==> src/rtl/fbq_pkg.sv <==
package fbq_pkg;

   typedef enum logic [1:0] {
      SLOT_EMPTY = 2'd0,
      SLOT_WAIT  = 2'd1,
      SLOT_READY = 2'd2
   } slot_st_e;

   typedef enum logic [1:0] {
      EXC_NONE = 2'd0,
      EXC_BUS  = 2'd1
   } exc_e;

endpackage

==> src/rtl/fbq_ring_ptr.sv <==
module fbq_ring_ptr #(
   parameter int DEPTH = 4,
   localparam int W = (DEPTH > 1) ? $clog2(DEPTH) : 1
) (
   input  logic         clk,
   input  logic         rst_n,
   input  logic         clr,
   input  logic         inc,
   output logic [W-1:0] ptr
);

   localparam bit POW2 = (DEPTH & (DEPTH - 1)) == 0;

   logic [W-1:0] nxt;

   generate
      if (POW2) begin : g_natural_wrap
         assign nxt = ptr + W'(1);
      end else begin : g_explicit_wrap
         assign nxt = (ptr == W'(DEPTH - 1)) ? '0 : ptr + W'(1);
      end
   endgenerate

   always_ff @(posedge clk) begin
      if (!rst_n || clr) ptr <= '0;
      else if (inc)      ptr <= nxt;
   end

endmodule

==> src/rtl/fbq_slot_store.sv <==
module fbq_slot_store
   import fbq_pkg::*;
#(
   parameter int SLOTS = 4,
   parameter int MW    = 40,
   parameter int DW    = 64,
   localparam int TAGW = (SLOTS > 1) ? $clog2(SLOTS) : 1
) (
   input  logic                       clk,
   input  logic                       rst_n,
   input  logic                       flush,
   input  logic                       alloc_en,
   input  logic [TAGW-1:0]            alloc_idx,
   input  logic [MW-1:0]              alloc_meta,
   input  logic                       fill_en,
   input  logic [TAGW-1:0]            fill_idx,
   input  logic [DW-1:0]              fill_data,
   input  logic                       fill_err,
   input  logic                       retire_en,
   input  logic [TAGW-1:0]            retire_idx,
   input  logic [TAGW-1:0]            rd_idx,
   output slot_st_e [SLOTS-1:0]       state_o,
   output logic [MW-1:0]              rd_meta,
   output logic [DW-1:0]              rd_data,
   output logic                       rd_err
);

   slot_st_e    st_q   [SLOTS];
   logic [MW-1:0] meta_q [SLOTS];
   logic [DW-1:0] data_q [SLOTS];
   logic          err_q  [SLOTS];

   for (genvar s = 0; s < SLOTS; s++) begin : g_slot
      always_ff @(posedge clk) begin
         if (!rst_n || flush)                                st_q[s] <= SLOT_EMPTY;
         else if (alloc_en && alloc_idx == TAGW'(s))          st_q[s] <= SLOT_WAIT;
         else if (fill_en && fill_idx == TAGW'(s))            st_q[s] <= SLOT_READY;
         else if (retire_en && retire_idx == TAGW'(s))        st_q[s] <= SLOT_EMPTY;
      end

      always_ff @(posedge clk) begin
         if (alloc_en && alloc_idx == TAGW'(s)) meta_q[s] <= alloc_meta;
         if (fill_en && fill_idx == TAGW'(s)) begin
            data_q[s] <= fill_data;
            err_q[s]  <= fill_err;
         end
      end

      assign state_o[s] = st_q[s];
   end

   assign rd_meta = meta_q[rd_idx];
   assign rd_data = data_q[rd_idx];
   assign rd_err  = err_q[rd_idx];


   no_overwrite_chk: assert property (@(posedge clk) disable iff (!rst_n)
      alloc_en |-> st_q[alloc_idx] == SLOT_EMPTY);


   fill_only_waiting_chk: assert property (@(posedge clk) disable iff (!rst_n)
      fill_en |-> st_q[fill_idx] == SLOT_WAIT);

endmodule

==> src/rtl/fbq_lane_track.sv <==
module fbq_lane_track #(
   parameter int LANES = 2
) (
   input  logic             clk,
   input  logic             rst_n,
   input  logic             flush,
   input  logic             head_ready,
   input  logic [LANES-1:0] lane_en,
   input  logic [LANES-1:0] lane_ready,
   output logic [LANES-1:0] lane_valid,
   output logic             retire
);

   logic [LANES-1:0] taken_q;
   logic [LANES-1:0] fire;

   assign lane_valid = head_ready ? (lane_en & ~taken_q) : '0;
   assign fire       = lane_valid & lane_ready;
   assign retire     = head_ready && (((taken_q | fire) & lane_en) == lane_en);

   always_ff @(posedge clk) begin
      if (!rst_n || flush || retire) taken_q <= '0;
      else                           taken_q <= taken_q | fire;
   end

   for (genvar i = 0; i < LANES; i++) begin : g_lane_chk

      taken_lane_drops_chk: assert property (@(posedge clk) disable iff (!rst_n)
         (fire[i] && !retire && !flush) |=> !lane_valid[i]);
   end

endmodule

==> src/rtl/fetch_bundle_queue.sv <==
module fetch_bundle_queue
   import fbq_pkg::*;
#(
   parameter int LANES = 2,
   parameter int SLOTS = 4,
   parameter int AW    = 32,
   parameter int IW    = 32,
   parameter int BSW   = 2,
   parameter int PIDW  = 3,
   localparam int TAGW = (SLOTS > 1) ? $clog2(SLOTS) : 1,
   localparam int LPW  = (LANES > 1) ? $clog2(LANES) : 1
) (
   input  logic                clk,
   input  logic                rst_n,
   input  logic                req_valid,
   output logic                req_ready,
   output logic [TAGW-1:0]     req_tag,
   input  logic [AW-1:0]       req_addr,
   input  logic [LANES-1:0]    req_lane_en,
   input  logic [LPW-1:0]      req_lane_ptr,
   input  logic [BSW-1:0]      req_br_state,
   input  logic [PIDW-1:0]     req_pred_id,
   input  logic                rsp_valid,
   output logic                rsp_ready,
   input  logic [TAGW-1:0]     rsp_tag,
   input  logic [LANES*IW-1:0] rsp_insn,
   input  logic                rsp_bus_err,
   output logic [LANES-1:0]    dec_valid,
   input  logic [LANES-1:0]    dec_ready,
   output logic [LANES*IW-1:0] dec_insn,
   output logic [AW-1:0]       dec_addr,
   output logic [LPW-1:0]      dec_lane_ptr,
   output logic [BSW-1:0]      dec_br_state,
   output logic [PIDW-1:0]     dec_pred_id,
   output logic [1:0]          dec_exc,
   input  logic                flush_valid,
   output logic                flush_ready
);

   localparam int MW = AW + LANES + LPW + BSW + PIDW;
   localparam int DW = LANES * IW;
   localparam logic [TAGW:0] SLOTS_W = (TAGW + 1)'(SLOTS);

   generate
      if (SLOTS < 2)  begin : g_bad_slots  $error("SLOTS must be at least 2"); end
      if (LANES < 1)  begin : g_bad_lanes  $error("LANES must be at least 1"); end
      if (IW < 1 || AW < 1) begin : g_bad_width $error("AW and IW must be positive"); end
   endgenerate

   slot_st_e [SLOTS-1:0] slot_st;
   logic [TAGW-1:0] head, tail;
   logic [MW-1:0]   head_meta;
   logic [DW-1:0]   head_data;
   logic            head_err;
   logic            flush_fire, alloc, fill, retire, head_ready;
   logic [LANES-1:0] head_en;

   assign flush_ready = 1'b1;
   assign rsp_ready   = 1'b1;
   assign flush_fire  = flush_valid;

   assign req_ready  = slot_st[tail] == SLOT_EMPTY;
   assign req_tag    = tail;
   assign alloc      = req_valid && req_ready && !flush_fire;
   assign fill       = rsp_valid && !flush_fire && ({1'b0, rsp_tag} < SLOTS_W)
                       && slot_st[rsp_tag] == SLOT_WAIT;
   assign head_ready = slot_st[head] == SLOT_READY;

   fbq_ring_ptr #(.DEPTH(SLOTS)) u_tail (
      .clk(clk), .rst_n(rst_n), .clr(flush_fire), .inc(alloc), .ptr(tail));

   fbq_ring_ptr #(.DEPTH(SLOTS)) u_head (
      .clk(clk), .rst_n(rst_n), .clr(flush_fire), .inc(retire && !flush_fire), .ptr(head));

   fbq_slot_store #(.SLOTS(SLOTS), .MW(MW), .DW(DW)) u_store (
      .clk(clk), .rst_n(rst_n), .flush(flush_fire),
      .alloc_en(alloc), .alloc_idx(tail),
      .alloc_meta({req_addr, req_lane_en, req_lane_ptr, req_br_state, req_pred_id}),
      .fill_en(fill), .fill_idx(rsp_tag), .fill_data(rsp_insn), .fill_err(rsp_bus_err),
      .retire_en(retire && !flush_fire), .retire_idx(head),
      .rd_idx(head), .state_o(slot_st),
      .rd_meta(head_meta), .rd_data(head_data), .rd_err(head_err));

   assign {dec_addr, head_en, dec_lane_ptr, dec_br_state, dec_pred_id} = head_meta;
   assign dec_insn = head_data;
   assign dec_exc  = head_err ? 2'(EXC_BUS) : 2'(EXC_NONE);

   fbq_lane_track #(.LANES(LANES)) u_lanes (
      .clk(clk), .rst_n(rst_n), .flush(flush_fire),
      .head_ready(head_ready), .lane_en(head_en), .lane_ready(dec_ready),
      .lane_valid(dec_valid), .retire(retire));


   flush_clears_chk: assert property (@(posedge clk) disable iff (!rst_n)
      flush_valid |=> (dec_valid == '0 && req_ready && req_tag == '0));


   valid_needs_data_chk: assert property (@(posedge clk) disable iff (!rst_n)
      (dec_valid != '0) |-> slot_st[head] == SLOT_READY);

endmodule

==> config.mk <==
export PLATFORM = sky130hd
export DESIGN_NAME = fetch_bundle_queue
export DESIGN_NICKNAME = d
export VERILOG_FILES = /design/src/rtl/fbq_pkg.sv /design/src/rtl/fbq_ring_ptr.sv /design/src/rtl/fbq_slot_store.sv /design/src/rtl/fbq_lane_track.sv /design/src/rtl/fetch_bundle_queue.sv
export SDC_FILE = /design/constraint.sdc
export NUM_CORES = 1
export LEC_CHECK = 0
export BUFFER_PORTS_ARGS = -buffer_cell sky130_fd_sc_hd__clkbuf_2
export CAP_MARGIN = 0
export CORE_ASPECT_RATIO = 1.4
export CORE_UTILIZATION = 25
export DETAILED_ROUTE_END_ITERATION = 6
export SETUP_SLACK_MARGIN = 0.05
export SYNTH_ARGS = -nofsm -noshare
export SYNTH_HDL_FRONTEND = slang
export SYNTH_SLANG_ARGS = --single-unit
==> constraint.sdc <==
create_clock -name clk -period 12.81 [get_ports clk]
set_clock_uncertainty 0.15 [all_clocks]
set_input_delay 1.281 -clock clk [delete_from_list [all_inputs] [get_ports clk]]
set_output_delay 1.281 -clock clk [all_outputs]
set_load 0.05 [all_outputs]
# ---- Word level (Yosys, flattened, before mapping)
# Memory sizes are Yosys's and may differ from the RTL's. A register that Yosys moved wholly into a read port is not among the register bits.
# Cells that the tools add are included.
dict set report word_totals {
  register_bits 6
  mem_bits_rw 428
  n_memories 4
  wordCells 187
}
# name depth word_bits rd rd_ports_with_merged_regs write_ports line
set mem_list {}
lappend mem_list {u_store.data_q 4 64 1 1 1 fbq_slot_store.sv:30} ;# logic [DW-1:0] data_q [SLOTS];
lappend mem_list {u_store.meta_q 4 40 1 1 1 fbq_slot_store.sv:29} ;# logic [MW-1:0] meta_q [SLOTS];
lappend mem_list {u_store.st_q 4 2 4 0 4 fbq_slot_store.sv:28} ;# slot_st_e st_q [SLOTS];
lappend mem_list {u_store.err_q 4 1 1 1 1 fbq_slot_store.sv:31} ;# logic err_q [SLOTS];
dict set report classes {
  mux 111
  magnitude_cmp 3
  bitwise 17
  n_eq_ne 12
  addsub 2
  reduce_logical 35
}
# op n
set ops {}
lappend ops {{64-bit two-way mux} 3}
lappend ops {{64-bit OR reduction} 3}
lappend ops {{40-bit two-way mux} 3}
lappend ops {{40-bit OR reduction} 3}
lappend ops {{1-bit two-way mux} 71}
lappend ops {{2-bit two-way mux} 31}
lappend ops {{1-bit logical AND} 18}
lappend ops {{2-bit == test (second input constant)} 7}
lappend ops {{2-bit binary-select mux with 2-bit select} 3}
lappend ops {{1-bit bitwise OR} 12}
lappend ops {{2-bit by 3-bit < comparator with 1-bit output (second input constant)} 3}
lappend ops {{2-bit by 1-bit == test with 1-bit output (second input constant)} 4}
lappend ops {{2-bit logical NOT} 4}
lappend ops {{2-bit bitwise AND} 3}
lappend ops {{2-bit by 1-bit adder with 2-bit output (second input constant)} 2}
lappend ops {{1-bit OR reduction} 3}
lappend ops {{2-bit == test} 1}
lappend ops {{1-bit logical NOT} 2}
lappend ops {{1-bit logical OR} 2}
lappend ops {{2-bit NOT} 1}
lappend ops {{2-bit bitwise OR} 1}

# ---- Logic depth before layout (Yosys ltp)
# An unclocked memory read counts as a cell.
dict set report logic_depth {
  depth_word 18
  mapped_depth 6
}

# ---- Modules after synthesis
# From an unflattened synthesis, not the netlist that was laid out.
dict set report unflattened {
  hier_cells 647
  area_unflattened_um2 16050.4
}
# module instances cells_per_inst area_each_um2
set modules_own_cells {}
lappend modules_own_cells {fbq_slot_store 1 592 15588.7}
lappend modules_own_cells {fetch_bundle_queue 1 25 177.7}
lappend modules_own_cells {fbq_ring_ptr 2 8 85.1}
lappend modules_own_cells {fbq_lane_track 1 14 113.9}

# ---- Worst setup path after synthesis
# No wires, ideal clock.
dict set report synth_timing {
  path_kind {input-to-reg}
  from {input req_valid}
  to {memory u_store.meta_q[1][0] (enable)}
  arrival_ns 4.636
  stages 3
  setup_ns 0.495
  slack_ns 7.528
  path_cell_list {clkbuf_1 > nand2_1 > nor3b_1}
}
dict set report synth_between {
  elab_chain_len 9
  word_cells_on_any_way 23
  cone_classes {mux: 14; reduce/logical: 9}
}
# element line
set synth_rtl {}
lappend synth_rtl {{from (decl)} fetch_bundle_queue.sv:15} ;# input logic req_valid,
lappend synth_rtl {{1-bit logical AND * (2 in a row)} fetch_bundle_queue.sv:64} ;# assign alloc = req_valid && req_ready && !flush_fire;
lappend synth_rtl {{1-bit logical AND} fbq_slot_store.sv:42} ;# if (alloc_en && alloc_idx == TAGW'(s)) meta_q[s] <= alloc_meta;
lappend synth_rtl {{1-bit two-way mux} fbq_slot_store.sv:42}
lappend synth_rtl {{1-bit two-way mux (not written as such)} fbq_slot_store.sv:42}
lappend synth_rtl {{40-bit OR reduction (no line)} -}
lappend synth_rtl {{2-bit two-way mux (no line) or 1-bit two-way mux (tied branches) (3 in a row)} -}
lappend synth_rtl {{to (decl)} fbq_slot_store.sv:29}
# Mark *: on every way between the ends. The rest lies on a longest branch, timed or not.

==> flow_summary.json <==
{
  "status": "finished, final reports clean",
  "drt_iter0_markers": 313,
  "grt_pass1_wl_um": 51000,
  "grt_overflow": 0,
  "fin_setup_tns_ns": 0,
  "synth_cells": 665,
  "fin_crit_sh_pct": 35.7,
  "yosysWarnings": 0,
  "synth_area_leaders": "edfxtp_1 79%, mux4_2 15%, dfxtp_1 0.99%",
  "worstPathCellList": "buf_4, mux4_2, nand2_1, nor2_1, clkbuf_2",
  "vias": 7538,
  "worstRegToRegCells": 5,
  "fin_cells": 1789,
  "n_antenna_cell": 0,
  "min_path_type": "reg2reg",
  "drt-pass1-iter-count": 4,
  "grt.total_usage_pct": 10.5,
  "grt_max_degree": 55,
  "finalInstanceArea_mm2": 0.0198,
  "die_h_um": 303,
  "post-cts-setup-buffer-count": 0,
  "drc_errors": 0,
  "synth_top_cell_area_share_pct": 79.3,
  "cap_violations": 0,
  "dp_cells": 1706,
  "routed_wl_um": 34800,
  "synthArstFlopShare_pct": 0,
  "drive_above_1_share_pct": 44.8,
  "syn_area_mm2": 0.0162,
  "place_area_mm2": 0.0183,
  "clk_path_buf_depth": 3,
  "max_freq_ghz": 0.218,
  "wl_per_cell_um": 19.5,
  "reg2reg_slack_ns": 9.46,
  "clk_pin_slew_ns": 0.06,
  "htreeDepth": 2,
  "end_kind": "primary output",
  "slowest_stage": "dfxtp_4",
  "worst_pin_slew_ns": 1.02,
  "coreArea_mm2": 0.0641,
  "seqCellArea_mm2": 0.0130,
  "timing.slew.headroom_pct": 32.2,
  "grt_use_met2_pct": 19.4,
  "critPathBufInv": 2,
  "via_per_inst": 4.21,
  "period_needed_ns": 4.58,
  "ios": 225,
  "syn_avg_cell_area_um2": 24.4,
  "setup_viol": 0,
  "rows": 110,
  "cts_hold_repair.buffers": 0,
  "cts_num_sinks": 436,
  "synth_edf_count": 428,
  "area_delta_synth_final_pct": 22.4,
  "endpoint": "dec_valid[1]",
  "dp_hpwl_um": 21400,
  "cts_resized": 0,
  "layout.nets": 1035,
  "cts_tree": "built",
  "synth_seq_cells": 436,
  "busiest_layer": "met2",
  "max_stage_delay_ns": 0.72,
  "power.leakage_uw": 0.00647,
  "grt_antenna_before_repair": 2,
  "ys_seq_area_share_pct": 80.3,
  "peakVddDrop_v": 0.000113,
  "multiInputGateArea_mm2": 0.00300,
  "rsz0062_at_grt": "no",
  "cp.depth": 5,
  "ant_nets": 0,
  "clock-root-buffer": "clkbuf_16",
  "use_met1_pct": 11.0,
  "port_buffers": 221,
  "finalMaxSlewViolations": 0,
  "place_congestion": 0.709,
  "power_density_mw_per_mm2": 155,
  "synth_cell_types": 36,
  "yosysMostFrequentCell": "edfxtp_1",
  "holdWs_ns": 0.379,
  "final_util_pct": 30.9,
  "synth.largest_area_cell": "edfxtp_1",
  "clk_latency_ns": 0.57,
  "grt_use_met3_pct": 3.33,
  "cp.arrival_ns": 3.15,
  "first_global_vias": 8365,
  "die_x_um": 217,
  "synth_ff_type": "edfxtp_1",
  "cp.required_ns": 11.38,
  "crit_type": "reg2out",
  "cts_made_buffers": 45,
  "critPathTopFamily": "buffers and inverters",
  "hold_viol": 0,
  "synth_common_cells": "428 x edfxtp_1, 106 x mux4_2, 14 x buf_2",
  "n_fill_cell": 6251,
  "dieArea_mm2": 0.0658,
  "reg2reg_to": "u_store.st_q[1][1]",
  "initial_core_util_pct": 25.3,
  "cp-start-kind": "register",
  "cp_max_fo": 39
}
## cell families (layout without fill, tap and decap cells)
kind of cell | count (synthesis) | after routing | share of synthesized area, %
flops | 436 | 436 | 80.3
mux | 111 | 111 | 15.0
simple gates | 54 | 54 | 2.02
buf+inv | 41 | 324 | 1.27
compound gates | 13 | 13 | 0.672
fa+ha+maj | 8 | 8 | 0.618
other cells | 2 | 3 | 0.0464
## cells in the final DEF, fill, tap and decap left out, types with 6 or more instances in the layout
cell type and n:
clkbuf_1 7, ha_1 8, clkinv_2 12, buf_4 11, nor2_1 8, nor3b_2 6, nand2_1 9, bufinv_16 7
edfxtp_1 428, clkbuf_16 45, mux4_2 106, dfxtp_1 6, clkbuf_2 221
## tightest hold or removal path: stages, from the launching register on
cell and delay [ns]:
dfxtp_1 0.34, nand2_1 0.07, mux2i_1 0.07
## layout make-up
class / count / area share [%]
clock buffer: 52 / 5.81
clock inverter: 31 / 1.89
inverter: 9 / 0.196
multi-input combinational: 189 / 15.1
sequential: 436 / 65.7
tap: 840 / 5.30
timing repair buffer: 232 / 5.99
## where the power goes
group	switching (uW)	internal, uW	total (uW)
Sequential	5.31	1580	1590
Clock	549	793	1340
Combinational	93.8	40.9	135
Total	648	2420	3060
## worst min-delay path by stage
stage | from | end | slack, ns | cells after the start
after detailed placement | u_head.ptr[1] | register | 0.37 | 2
after floorplan | u_head.ptr[1] | register | 0.34 | 2
after CTS | u_head.ptr[1] | register | 0.38 | 2
final | u_head.ptr[1] | register | 0.38 | 2
after global routing | u_tail.ptr[0] | u_tail.ptr[0] | 0.42 | 2
after global placement | u_head.ptr[1] | register | 0.36 | 2
## metrics by stage
stage	total power [uW]	setup slack (ns)
after floorplan	1700	7.53
after global placement	1750	8.71
after detailed placement	1760	8.70
after CTS	3110	8.06
after global routing	3160	7.95
final	3060	8.23
## flip-flops by register name, summed over array words and instances (netlist names), named ones only
name and cells:
u_store.data_q 256, u_store.meta_q 160, u_store.st_q 8, u_store.err_q 4, u_head.ptr 2, u_lanes.taken_q 2
u_tail.ptr 2
## per-layer routing
metal,vias up,routed length [um]
met5,-,23
met4,4,1100
met3,62,2270
met2,214,18500
met1,3946,13000
li1,3312,-
No activity file was read; power rests on OpenSTA's default activity.
